--- src/rtl/irq_link_pkg.sv ---
package irq_link_pkg;
    localparam int          LINK_CNT  = 8;
    localparam int          IRQ_LINES = 16;
    localparam int          REG_W     = 8;
    localparam int          SEL_W     = 4;
    localparam int          CNT_W     = 4;
    localparam int          DIS_BIT   = 7;
    localparam logic [15:0] ALLOWED   = 16'hDEF8;
    localparam logic [7:0]  KEEP_MASK = 8'h8F;
    localparam logic [7:0]  RESET_VAL = 8'h80;

    typedef struct packed {
        logic [REG_W-1:0] route;
        logic [CNT_W-1:0] cnt;
        logic             uflow;
    } slot_state_t;

    function automatic logic route_ok(input logic [REG_W-1:0] r);
        return !r[DIS_BIT] && ALLOWED[r[SEL_W-1:0]];
    endfunction
endpackage

--- src/rtl/irq_link_slot.sv ---
module irq_link_slot
    import irq_link_pkg::*;
(
    input  logic             clk,
    input  logic             rst_n,
    input  logic             wr_hit,
    input  logic [REG_W-1:0] wdata,
    input  logic             ev_up,
    input  logic             ev_down,
    output logic [REG_W-1:0] route_o,
    output logic             active_o,
    output logic             valid_o,
    output logic             uflow_o
);
    localparam logic [CNT_W-1:0] CNT_MAX = {CNT_W{1'b1}};

    slot_state_t s_d, s_q;

    always_comb begin
        s_d       = s_q;
        s_d.uflow = 1'b0;
        if (wr_hit) begin
            s_d.route = wdata & KEEP_MASK;
        end
        unique case ({ev_up, ev_down})
            2'b10: if (s_q.cnt != CNT_MAX) s_d.cnt = s_q.cnt + 1'b1;
            2'b01: begin
                if (s_q.cnt == '0) s_d.uflow = 1'b1;
                else               s_d.cnt   = s_q.cnt - 1'b1;
            end
            default: ;
        endcase
    end

    always_ff @(posedge clk or negedge rst_n) begin
        if (!rst_n) begin
            s_q.route <= RESET_VAL;
            s_q.cnt   <= '0;
            s_q.uflow <= 1'b0;
        end else begin
            s_q <= s_d;
        end
    end

    assign route_o  = s_q.route;
    assign active_o = (s_q.cnt != '0);
    assign valid_o  = route_ok(s_q.route);
    assign uflow_o  = s_q.uflow;

    assert_write_mask_R2: assert property (@(posedge clk) disable iff (!rst_n)
        wr_hit |=> route_o == ($past(wdata) & KEEP_MASK));
    assert_saturate_R6: assert property (@(posedge clk) disable iff (!rst_n)
        (s_q.cnt == CNT_MAX && ev_up && !ev_down) |=> s_q.cnt == CNT_MAX);
    assert_no_underflow_R7: assert property (@(posedge clk) disable iff (!rst_n)
        (!active_o && ev_down && !ev_up) |=> (uflow_o && !active_o));
    assert_balanced_R8: assert property (@(posedge clk) disable iff (!rst_n)
        (ev_up && ev_down) |=> $stable(s_q.cnt));
endmodule

--- src/rtl/irq_line_merge.sv ---
module irq_line_merge
    import irq_link_pkg::*;
#(
    parameter int LINKS = LINK_CNT,
    parameter int LINES = IRQ_LINES
) (
    input  logic                        clk,
    input  logic                        rst_n,
    input  logic [LINKS-1:0][SEL_W-1:0] sel,
    input  logic [LINKS-1:0]            active,
    input  logic [LINKS-1:0]            valid,
    output logic [LINES-1:0]            irq_o,
    output logic [LINKS-1:0]            fb_o
);
    always_comb begin
        irq_o = '0;
        for (int p = 0; p < LINKS; p++) begin
            if (active[p] && valid[p]) irq_o[sel[p]] = 1'b1;
        end
    end

    for (genvar p = 0; p < LINKS; p++) begin : g_fb
        assign fb_o[p] = active[p] && !valid[p];
    end

    assert_idle_quiet_R11: assert property (@(posedge clk) disable iff (!rst_n)
        (active == '0) |-> (irq_o == '0 && fb_o == '0));
    assert_reserved_blocked_R3: assert property (@(posedge clk) disable iff (!rst_n)
        (irq_o & ~ALLOWED) == '0);
endmodule

--- src/rtl/irq_link_router.sv ---
module irq_link_router
    import irq_link_pkg::*;
#(
    parameter int LINKS  = LINK_CNT,
    parameter int LINES  = IRQ_LINES,
    parameter int ADDR_W = 4
) (
    input  logic              clk,
    input  logic              rst_n,
    input  logic              reg_wr_en,
    input  logic [ADDR_W-1:0] reg_addr,
    input  logic [REG_W-1:0]  reg_wdata,
    output logic [REG_W-1:0]  reg_rdata,
    input  logic [LINKS-1:0]  req_raise,
    input  logic [LINKS-1:0]  req_drop,
    output logic [LINES-1:0]  irq_out,
    output logic [LINKS-1:0]  fallback_out,
    output logic              underflow_err
);
    logic [LINKS-1:0][REG_W-1:0] route;
    logic [LINKS-1:0][SEL_W-1:0] sel;
    logic [LINKS-1:0]            hit, active, valid, uflow;

    for (genvar p = 0; p < LINKS; p++) begin : g_slot
        assign hit[p] = reg_wr_en && (reg_addr == ADDR_W'(p + 1));
        assign sel[p] = route[p][SEL_W-1:0];
        irq_link_slot u_slot (
            .clk     (clk),
            .rst_n   (rst_n),
            .wr_hit  (hit[p]),
            .wdata   (reg_wdata),
            .ev_up   (req_raise[p]),
            .ev_down (req_drop[p]),
            .route_o (route[p]),
            .active_o(active[p]),
            .valid_o (valid[p]),
            .uflow_o (uflow[p])
        );
    end

    always_comb begin
        reg_rdata = '0;
        for (int p = 0; p < LINKS; p++) begin
            if (reg_addr == ADDR_W'(p + 1)) reg_rdata = route[p];
        end
    end

    irq_line_merge #(.LINKS(LINKS), .LINES(LINES)) u_merge (
        .clk   (clk),
        .rst_n (rst_n),
        .sel   (sel),
        .active(active),
        .valid (valid),
        .irq_o (irq_out),
        .fb_o  (fallback_out)
    );

    assign underflow_err = |uflow;

    assert_fallback_excl_R10: assert property (@(posedge clk) disable iff (!rst_n)
        (fallback_out & ~active) == '0);
    assert_stray_write_R2: assert property (@(posedge clk) disable iff (!rst_n)
        (reg_wr_en && (reg_addr == '0 || reg_addr > ADDR_W'(LINKS))) |=> $stable(route));
endmodule

--- config.mk ---
export PLATFORM = sky130hd
export DESIGN_NAME = irq_link_router
export DESIGN_NICKNAME = d
export VERILOG_FILES = /design/src/rtl/irq_link_pkg.sv /design/src/rtl/irq_link_slot.sv /design/src/rtl/irq_line_merge.sv /design/src/rtl/irq_link_router.sv
export SDC_FILE = /design/constraint.sdc
export NUM_CORES = 1
export LEC_CHECK = 0
export CELL_PAD_IN_SITES_DETAIL_PLACEMENT = 1
export CELL_PAD_IN_SITES_GLOBAL_PLACEMENT = 2
export CORE_UTILIZATION = 25
export DETAILED_ROUTE_END_ITERATION = 8
export DONT_BUFFER_PORTS = 1
export PLACE_DENSITY = 0.61
export SETUP_SLACK_MARGIN = 0.02
export SLEW_MARGIN = 20
export SYNTH_ARGS = -nofsm -noshare
export SYNTH_HDL_FRONTEND = slang
export SYNTH_SLANG_ARGS = --single-unit
--- constraint.sdc ---
create_clock -name clk -period 2.51 [get_ports clk]
set_clock_uncertainty 0.2 [all_clocks]
set_input_delay 0.251 -clock clk [delete_from_list [all_inputs] [get_ports clk]]
set_output_delay 0.251 -clock clk [all_outputs]
set_load 0.02 [all_outputs]
==> results of run 1 <==
-- state kept, by name, indices dropped and copies added, names as in the netlist --
name and count:
g_slot.u_slot.route_o 40, g_slot.u_slot.s_q 32, g_slot.u_slot.uflow_o 8
-- worst min path at each step --
stage / from / to / slack [ps] / depth (start not counted)
global route: req_drop[7] / g_slot[7].u_slot.s_q[4]$_DFFE_PN0P_ / 30 / 2
finish: req_drop[7] / g_slot[7].u_slot.s_q[4]$_DFFE_PN0P_ / 20 / 2
detailed placement: rst_n / g_slot[6].u_slot.s_q[3]$_DFFE_PN0P_ / -240 / 0
floorplan: rst_n / g_slot[0].u_slot.route_o[0]$_DFFE_PN0P_ / -240 / 0
CTS: req_drop[7] / g_slot[7].u_slot.s_q[4]$_DFFE_PN0P_ / 10 / 2
global placement: rst_n / g_slot[6].u_slot.s_q[3]$_DFFE_PN0P_ / -240 / 0
-- cell families after synthesis --
logic type | Yosys count | synth area share (%)
xor+xnor | 16 | 2.239
fa+ha+maj | 48 | 10.24
flops | 80 | 32.15
buf+inv | 84 | 6.097
compound gates | 112 | 13.03
simple gates | 241 | 23.25
other cells | 1 | 0.05992
mux | 73 | 12.93
-- power by group --
| group | internal (mW) | total (mW) | switching (mW) |
|---|---|---|---|
| combinational | 2.16 | 4.40 | 2.24 |
| clock | 0.831 | 1.42 | 0.592 |
| sequential | 1.76 | 2.45 | 0.687 |
-- cell usage in the layout (no fill, tap or decap), types with 9 or more instances in the layout --
cell type | Yosys | final
mux2_2 | 43 | 43
buf_4 | 10 | 81
and2_1 | 9 | 9
nand2_1 | 25 | 24
buf_6 | 3 | 19
nand2b_1 | 11 | 11
nand4_1 | 14 | 14
dfrtp_1 | 72 | 64
inv_1 | 49 | 49
a21o_1 | 13 | 13
mux2i_1 | 25 | 25
nor3_1 | 38 | 34
nor4_1 | 13 | 9
nor4_4 | 4 | 10
dlygate4sd3_1 | 0 | 10
ha_1 | 32 | 32
xnor2_1 | 16 | 16
a22oi_1 | 13 | 11
clkbuf_16 | 0 | 9
nor3b_1 | 13 | 10
o22ai_1 | 10 | 10
nor2_1 | 46 | 45
a21oi_1 | 15 | 14
nor2b_1 | 10 | 10
-- metal layers --
layer | global-route usage (%) | routed length [um] | vias up
li1 | - | - | 2589
met5 | 0 | 0 | -
met3 | 3.247 | 725 | 32
met1 | 22.30 | 10140 | 2793
met2 | 29.39 | 11010 | 97
met4 | 6.104 | 613 | 0
-- metrics by stage --
stage	power, mW	setup TNS, ps	util (%)	hold WS (ps)	instance area, um^2
3_5_place_dp	5.953	-17.32	28.35	-238.3	6934
5_1_grt	8.818	-1646	33.49	27.82	8192
6_report	8.274	-774.9	33.49	24.48	8192
3_3_place_gp	5.754	0	28.35	-238.1	6934
2_1_floorplan	4.716	0	-	-244.6	6285
4_1_cts	7.878	-1024	31.71	12.47	7756
-- repair_timing --
item	CTS	global route
endpoints found under the hold margin	123	0
resized for setup	39	54
pin swaps	24	27
hold buffers	11	0
setup endpoints to repair	11	11
setup buffers	26	19
-- final cells by class --
type	count	area (um^2)
Fill cell	2773	16270
Sequential cell	80	2022
Timing Repair Buffer	112	969.7
Multi-Input combinational cell	498	4295
Inverter	49	183.9
Clock buffer	11	252.7
Clock inverter	5	62.56
Tap cell	324	405.4
==> results.yml, run 1 <==
sta:
  worst_slack_ps: -144.1
  finalCriticalPeriod_ps: 2654
  fmax_ghz: 0.3768
  tightestPinTransition_ps: 841.4
  slew_violations: 0
  slew_headroom_pct: 43.76
  hold_violations: 0
  min_period_over_period_pct: 105.7
  setup_viol: 10
  rsz0062_at_grt: "yes"
worst_setup_path:
  critPathMaxStageDelay_ps: 530
  crit_arrival_ps: 2200
  worst-path-max-fanout: 2
  critPathLaunch: "g_slot[7].u_slot.s_q[1]$_DFFE_PN0P_"
  reg2reg_slack_ps: 240
  cp_common_cell: "buf_4"
  cp.depth: 6
  critPathBufInv: 2
  crit_end: "irq_out[5]"
  worstPathCellList: "or4_4 -> and3_1 -> a2111oi_4 -> buf_4 -> nand4_1 -> buf_4"
  r2r_cells: 7
  r2r-start: "g_slot[7].u_slot.s_q[1]$_DFFE_PN0P_"
  crit_type: "reg -> out"
  worst_path_dominant_cell_family: "simple AND/OR/NAND/NOR gates"
  critPathSlowestCell: "or4_4"
  crit_path_end_kind: "output port"
  crit_path_start_kind: "flop"
  rr_endpoint: "g_slot[7].u_slot.s_q[3]$_DFFE_PN0P_"
  required_ps: 2060
logic_synthesis:
  netlist_instances: 655
  synth_seq_area_share_pct: 32.15
  synth_top_area_share_pct: 28.79
  synthTopCellsByCount: "72 x dfrtp_1, 49 x inv_1, 46 x nor2_1"
  yosys_warnings: 0
  synth_area_leader_cell: "dfrtp_1"
  avgSynthCellArea_um2: 9.555
  synth.distinct_cells: 67
  ys.flop_type: "dfrtp_1"
  synth_edf_count: 0
  ys_seq_elements: 80
  synth_area_leaders: "dfrtp_1 29%, mux2_2 7.7%, ha_1 6.4%, mux2i_1 4.0%, dfstp_2 3.4%"
  async_flop_share_pct: 100.0
  synth_area_mm2: 0.006259
  yosysMostFrequentCell: "dfrtp_1"
routing:
  first_pass_iters: 4
  drt_iter0_markers: 330
  vias_per_cell: 5.108
  route.vias.total: 5511
  drcViolationCount: 0
  postRouteAntennaNets: 0
  finalWirelength_mm: 22.49
  wl_per_cell_um: 20.84
status:
  failed_checks: "negative setup slack"
  status: "complete, but fails checks"
pwr:
  ir_drop_mv: 0.3427
  p_leak_nw: 3.531
  powerDensity_mw_per_mm2: 1010
layout:
  stdcell_count: 1079
  drive_gt1_share_pct: 32.85
  fin_nets: 821
  syn2layout_area_growth_pct: 30.89
  antennaDiodeCount: 0
placement:
  gp_congestion: 0.9234
  pre_cts_ws_ps: -17.32
  dp.cells: 1009
  hpwl_mm: 16.67
  place.port_buffers: 0
cts:
  clock-sinks: 80
  cts_tree: "yes"
  clk_latency_ps: 350
  cts_buffers: 9
  h-tree-depth: 3
  clock_path_buffers: 2
  root_buffer: "clkbuf_16"
  cts.clk_slew.worst_paths_ps: 70
floorplan:
  start_util_pct: 25.58
  dieArea_mm2: 0.02567
  core.rowCount: 57
  die_h_um: 160.2
  die_x_um: 160.2
  io_pins: 64
  core_area_mm2: 0.02446
global_route:
  grt_pass1_vias: 5781
  overflow: 0
  antenna_found_initial: 0
  grt_pass1_wl_mm: 34.20
  grt.total_usage_pct: 17.47
  grt_max_degree: 81
min_path:
  hold_path_class: "in -> reg"
run:
  cap_violations: 0
(Power assumes the default switching activity.)
==> run 2: changes to the inputs <==
==> constraint.sdc (replaced) <==
create_clock -name clk -period 2.7 [get_ports clk]
set_clock_uncertainty 0.2 [all_clocks]
set_input_delay 0.27 -clock clk [delete_from_list [all_inputs] [get_ports clk]]
set_output_delay 0.27 -clock clk [all_outputs]
set_load 0.02 [all_outputs]
==> run 2 against run 1 <==
Compared with the run above:
- the run still ends with negative setup slack left
- clock power is 8% lower
- non-clock buffer count is 45 lower
- sequential cell count stayed put
- wire length is 2.6% lower
- sequential power is 3% lower
==> results.yml, run 2 (synthesis results as in run 1) <==
floorplan:
  io_pins: 64
  start_util_pct: 25.58
  core_area_mm2: 0.02446
  die_h_um: 160.2
  die_x_um: 160.2
  core.rowCount: 57
  dieArea_mm2: 0.02567
global_route:
  use_met2_pct: 29.55
  antenna_found_initial: 0
  grt_pass1_vias: 5819
  grt_pass1_wl_mm: 34.22
  grt_max_degree: 81
  grt.total_usage_pct: 17.54
  gr-usage-met1_pct: 21.76
  met3_usage_pct: 3.662
  grt_busiest_layer: "met2"
  overflow: 0
layout:
  fin_util_pct: 31.10
  antennaDiodeCount: 0
  fin_nets: 776
  multi_input_area_mm2: 0.004105
  largest_reg_flops: 40
  fillCellCount: 2760
  layout_commonest_cell: "dfrtp_1"
  drive_gt1_share_pct: 28.03
  syn2layout_area_growth_pct: 21.57
  seq_area_mm2: 0.002036
  final_cell_mix: "53 x dfrtp_1, 51 x buf_4, 49 x inv_1, 46 x nor2_1, 43 x mux2_2"
status:
  status: "complete, but fails checks"
  failed_checks: "negative setup slack"
pwr:
  p_leak_nw: 3.200
  powerDensity_mw_per_mm2: 940.5
  ir_drop_mv: 0.4055
worst_setup_path:
  worstPathCellList: "nor4_4 -> buf_4 -> buf_6 -> nor4b_1 -> a211oi_1 -> nand4_1"
  required_ps: 2230
  r2r-start: "g_slot[5].u_slot.s_q[4]$_DFFE_PN0P_"
  critPathSlowestCell: "dfrtp_2"
  crit_path_end_kind: "output port"
  critPathLaunch: "g_slot[2].u_slot.s_q[1]$_DFFE_PN0P_"
  crit_type: "reg -> out"
  crit_path_start_kind: "flop"
  worst-path-max-fanout: 5
  critPathMaxStageDelay_ps: 450
  crit_arrival_ps: 2230
run:
  cap_violations: 0
sta:
  slew_violations: 0
  worst_slack_ps: -4.629
  tightestPinTransition_ps: 680.6
  hold_violations: 0
  fmax_ghz: 0.3697
  finalCriticalPeriod_ps: 2705
  rsz0062_at_grt: "yes"
  slew_headroom_pct: 54.63
  setup_viol: 1
  min_period_over_period_pct: 100.2
cts:
  cts_tree: "yes"
  clock-sinks: 80
  clk_latency_ps: 360
  clock_path_buffers: 2
  h-tree-depth: 3
  root_buffer: "clkbuf_16"
  cts_buffers: 9
  cts.clk_slew.worst_paths_ps: 70
min_path:
  min_from: "req_drop[6]"
  hold_path_class: "in -> reg"
routing:
  wl_per_cell_um: 21.18
  drcViolationCount: 0
  finalWirelength_mm: 21.90
  drt_iter0_markers: 261
  route.vias.total: 5360
  vias_per_cell: 5.184
  first_pass_iters: 4
  postRouteAntennaNets: 0
placement:
  gp_congestion: 0.9718
  place.port_buffers: 0
  pre_cts_ws_ps: 216.3
  hpwl_mm: 16.62
[run 2: changes by cell type in the layout (fill, tap and decap cells not counted), sizes merged]
cell           delta
buf              -44
dlygate4sd3       -2
clkdlybuf4s15     +1
[run 2: area by class of cell]
class,count,area share [%]
inverter,49,2.417
tap,324,5.328
sequential,80,26.76
clock buffer,11,3.322
clock inverter,5,0.8222
multi-input combinational,498,53.95
timing repair buffer,67,7.400
[run 2: final timing paths]
check	cells after the start	endpoint	slack, ps
worst max-delay path	6	irq_out[3]	-5
worst min-delay path	2	g_slot[6].u_slot.s_q[4]$_DFFE_PN0P_	10
worst max register to register	6	g_slot[5].u_slot.s_q[3]$_DFFE_PN0P_	470
worst min register to register	1	g_slot[4].u_slot.s_q[3]$_DFFE_PN0P_	400
max in group asynchronous	2	g_slot[4].u_slot.route_o[7]$_DFFE_PN1P_	1620
min in group asynchronous	2	g_slot[6].u_slot.s_q[2]$_DFFE_PN0P_	270
[run 2: critical path, delay by kind of cell (launching register included)]
family | cells | cell delay [ps]
DFF | 1 | 450
AOI/OAI and AO/OA | 1 | 370
buffers and inverters | 2 | 310
and+or+nand+nor | 3 | 750
[run 2: per-stage QoR]
step	setup TNS, ps	power, mW	cells	area, um^2	hold slack (ps)
floorplan	0	4.384	662	6285	-225.6
global placement	0	5.162	982	6731	-218.3
detailed placement	0	5.350	982	6731	-220.3
CTS	0	6.951	1021	7365	12.65
global route	-119.0	7.669	1034	7609	21.79
finish	-4.629	7.156	1034	7609	14.33
[run 2: timing repair]
action                                 4_1_cts  5_1_grt
setup buffers                               13       13
resized for setup                           23       41
pin swaps                                   11       19
setup endpoints to repair                    9       11
cloned                                       1        1
hold buffers                                 9        0
endpoints found under the hold margin      122        0
[run 2: power breakdown]
part / internal (mW) / total (mW) / switching (mW)
logic: 1.64 / 3.46 / 1.82
registers: 1.65 / 2.38 / 0.730
clock network: 0.772 / 1.31 / 0.539
[run 2: layer usage]
metal | vias to the layer above | share of wire, %
met5 | - | 0
met1 | 2728 | 43
met3 | 31 | 5.2
met4 | 0 | 3.1
met2 | 102 | 49
li1 | 2499 | -
==> run 3: changes to the inputs <==
--- a/config.mk
+++ b/config.mk
@@ -10,7 +10,7 @@
 export CORE_UTILIZATION = 25
 export DETAILED_ROUTE_END_ITERATION = 8
 export DONT_BUFFER_PORTS = 1
-export PLACE_DENSITY = 0.61
+export PLACE_DENSITY_LB_ADDON = 0.08
 export SETUP_SLACK_MARGIN = 0.02
 export SLEW_MARGIN = 20
 export SYNTH_ARGS = -nofsm -noshare
==> run 3 against run 2 <==
Compared with the run above:
- the flow still finishes with violations (negative setup slack)
- sequential power hardly changed
- core utilization is 0.14 points lower
- total power is 1.6% lower
- largest power group unchanged
- worst setup slack worse by 13 ps
- cell count is 0.58% lower
- sequential share of layout area hardly changed
- largest cell class unchanged
==> results.yml, run 3 (synthesis results as in run 1) <==
worst_setup_path:
  reg2reg_slack_ps: 440
  crit_path_end_kind: "output port"
  required_ps: 2230
  crit_path_start_kind: "flop"
  crit_arrival_ps: 2250
  worst-path-max-fanout: 5
  crit_type: "reg -> out"
status:
  failed_checks: "negative setup slack"
  status: "complete, but fails checks"
floorplan:
  io_pins: 64
  core_area_mm2: 0.02446
  die_x_um: 160.2
  dieArea_mm2: 0.02567
  start_util_pct: 25.58
  core.rowCount: 57
  die_h_um: 160.2
sta:
  fmax_ghz: 0.3680
  hold_ws_ps: 20.68
  tightestPinTransition_ps: 705.9
  worst_slack_ps: -17.45
  rsz0062_at_grt: "yes"
  slew_headroom_pct: 52.79
  setup_viol: 1
  min_period_over_period_pct: 100.6
  hold_violations: 0
  finalCriticalPeriod_ps: 2717
  slew_violations: 0
global_route:
  grt_pass1_wl_mm: 34.77
  grt_busiest_layer: "met2"
  grt_pass1_vias: 5678
  gr-usage-met1_pct: 24.46
  use_met2_pct: 27.91
  overflow: 0
  met3_usage_pct: 3.299
  antenna_found_initial: 2
  grt.total_usage_pct: 18.00
  grt_max_degree: 81
routing:
  drcViolationCount: 0
  vias_per_cell: 5.242
  postRouteAntennaNets: 0
  wl_per_cell_um: 21.93
  drt_iter0_markers: 306
  finalWirelength_mm: 22.55
  route.vias.total: 5389
  first_pass_iters: 4
min_path:
  hold_path_class: "in -> reg"
pwr:
  power_mw: 7.040
  ir_drop_mv: 0.3571
  p_leak_nw: 3.189
  powerDensity_mw_per_mm2: 929.5
cts:
  clock_path_buffers: 2
  h-tree-depth: 3
  clk_latency_ps: 350
  clock-sinks: 80
  cts_tree: "yes"
  cts_buffers: 9
  cts.clk_slew.worst_paths_ps: 70
  root_buffer: "clkbuf_16"
layout:
  drive_gt1_share_pct: 25.75
  layout_commonest_cell: "dfrtp_1"
  design_area_mm2: 0.007574
  largest_reg_flops: 40
  fin_nets: 769
  final_cell_mix: "61 x dfrtp_1, 49 x inv_1, 46 x nor2_1, 43 x mux2_2"
  fin_util_pct: 30.96
  syn2layout_area_growth_pct: 21.01
placement:
  pre_cts_ws_ps: 215.4
  place_area_mm2: 0.006746
  place.port_buffers: 0
  gp_congestion: 0.8931
  hpwl_mm: 16.80
run:
  cap_violations: 0
-- run 3: cell count changes in the layout (fill, tap and decap cells not counted), moves of 3 or more --
| cell | before | now |
|---|---|---|
| dfrtp_2 | 19 | 11 |
| nor3_2 | 6 | 2 |
| buf_6 | 5 | 13 |
| nor3_1 | 33 | 37 |
| nor4b_1 | 2 | 5 |
| buf_4 | 51 | 37 |
| dfrtp_1 | 53 | 61 |
-- run 3: layer usage --
| layer | wire (um) | vias up | part of all wire [%] |
|---|---|---|---|
| li1 | - | 2485 | - |
| met1 | 10520 | 2760 | 47 |
| met5 | 13 | - | 0.058 |
| met2 | 10340 | 109 | 46 |
| met4 | 648 | 2 | 2.9 |
| met3 | 1018 | 33 | 4.5 |
-- run 3: worst paths after layout --
path / start / endpoint / cells after the start
max in group asynchronous: rst_n / g_slot[4].u_slot.route_o[7]$_DFFE_PN1P_ / 2
hold reg to reg: g_slot[3].u_slot.s_q[3]$_DFFE_PN0P_ / g_slot[3].u_slot.s_q[3]$_DFFE_PN0P_ / 1
setup reg to reg: g_slot[3].u_slot.s_q[4]$_DFFE_PN0P_ / g_slot[3].u_slot.s_q[3]$_DFFE_PN0P_ / 6
min in group asynchronous: rst_n / g_slot[5].u_slot.s_q[1]$_DFFE_PN0P_ / 2
setup / recovery: g_slot[7].u_slot.s_q[1]$_DFFE_PN0P_ / irq_out[5] / 6
hold / removal: reg_addr[0] / g_slot[5].u_slot.route_o[0]$_DFFE_PN0P_ / 2
-- run 3: report_power, final --
group,switching (mW),internal [mW],total (mW)
Combinational,1.74,1.59,3.33
Sequential,0.758,1.64,2.40
Clock,0.560,0.750,1.31
Total,3.05,3.98,7.04
-- run 3: worst max-delay path, cell delays in order (launching register included) --
cell and delay, ps:
dfrtp_2 430, or4_4 580, and3_4 180, a2111oi_4 200, buf_4 170, nand4_1 150
buf_6 180
-- run 3: per-stage QoR --
step           setup TNS [ps]  instances
3_5_place_dp                0        984
4_1_cts                     0       1016
5_1_grt                -169.6       1028
6_report               -17.45       1028
3_3_place_gp                0        984
2_1_floorplan               0        662
-- run 3: repair_timing --
item | CTS | global route
cloned | 0 | 1
hold endpoints to repair | 123 | 0
setup buffers | 6 | 10
setup endpoints to repair | 9 | 11
resized for setup | 26 | 38
pin swaps | 12 | 20
hold buffers | 10 | 0
-- run 3: area by class of cell --
cell class              instances  area (um^2)
repair buffers                 60        541.8
well taps                     324        405.4
flip-flops and latches         80         2026
fillers                      2760        16890
diodes                          1        2.502
multi-input cells             498         4109
clock buffers                  11        242.7
inverters                      49        183.9
clock inverters                 5        62.56
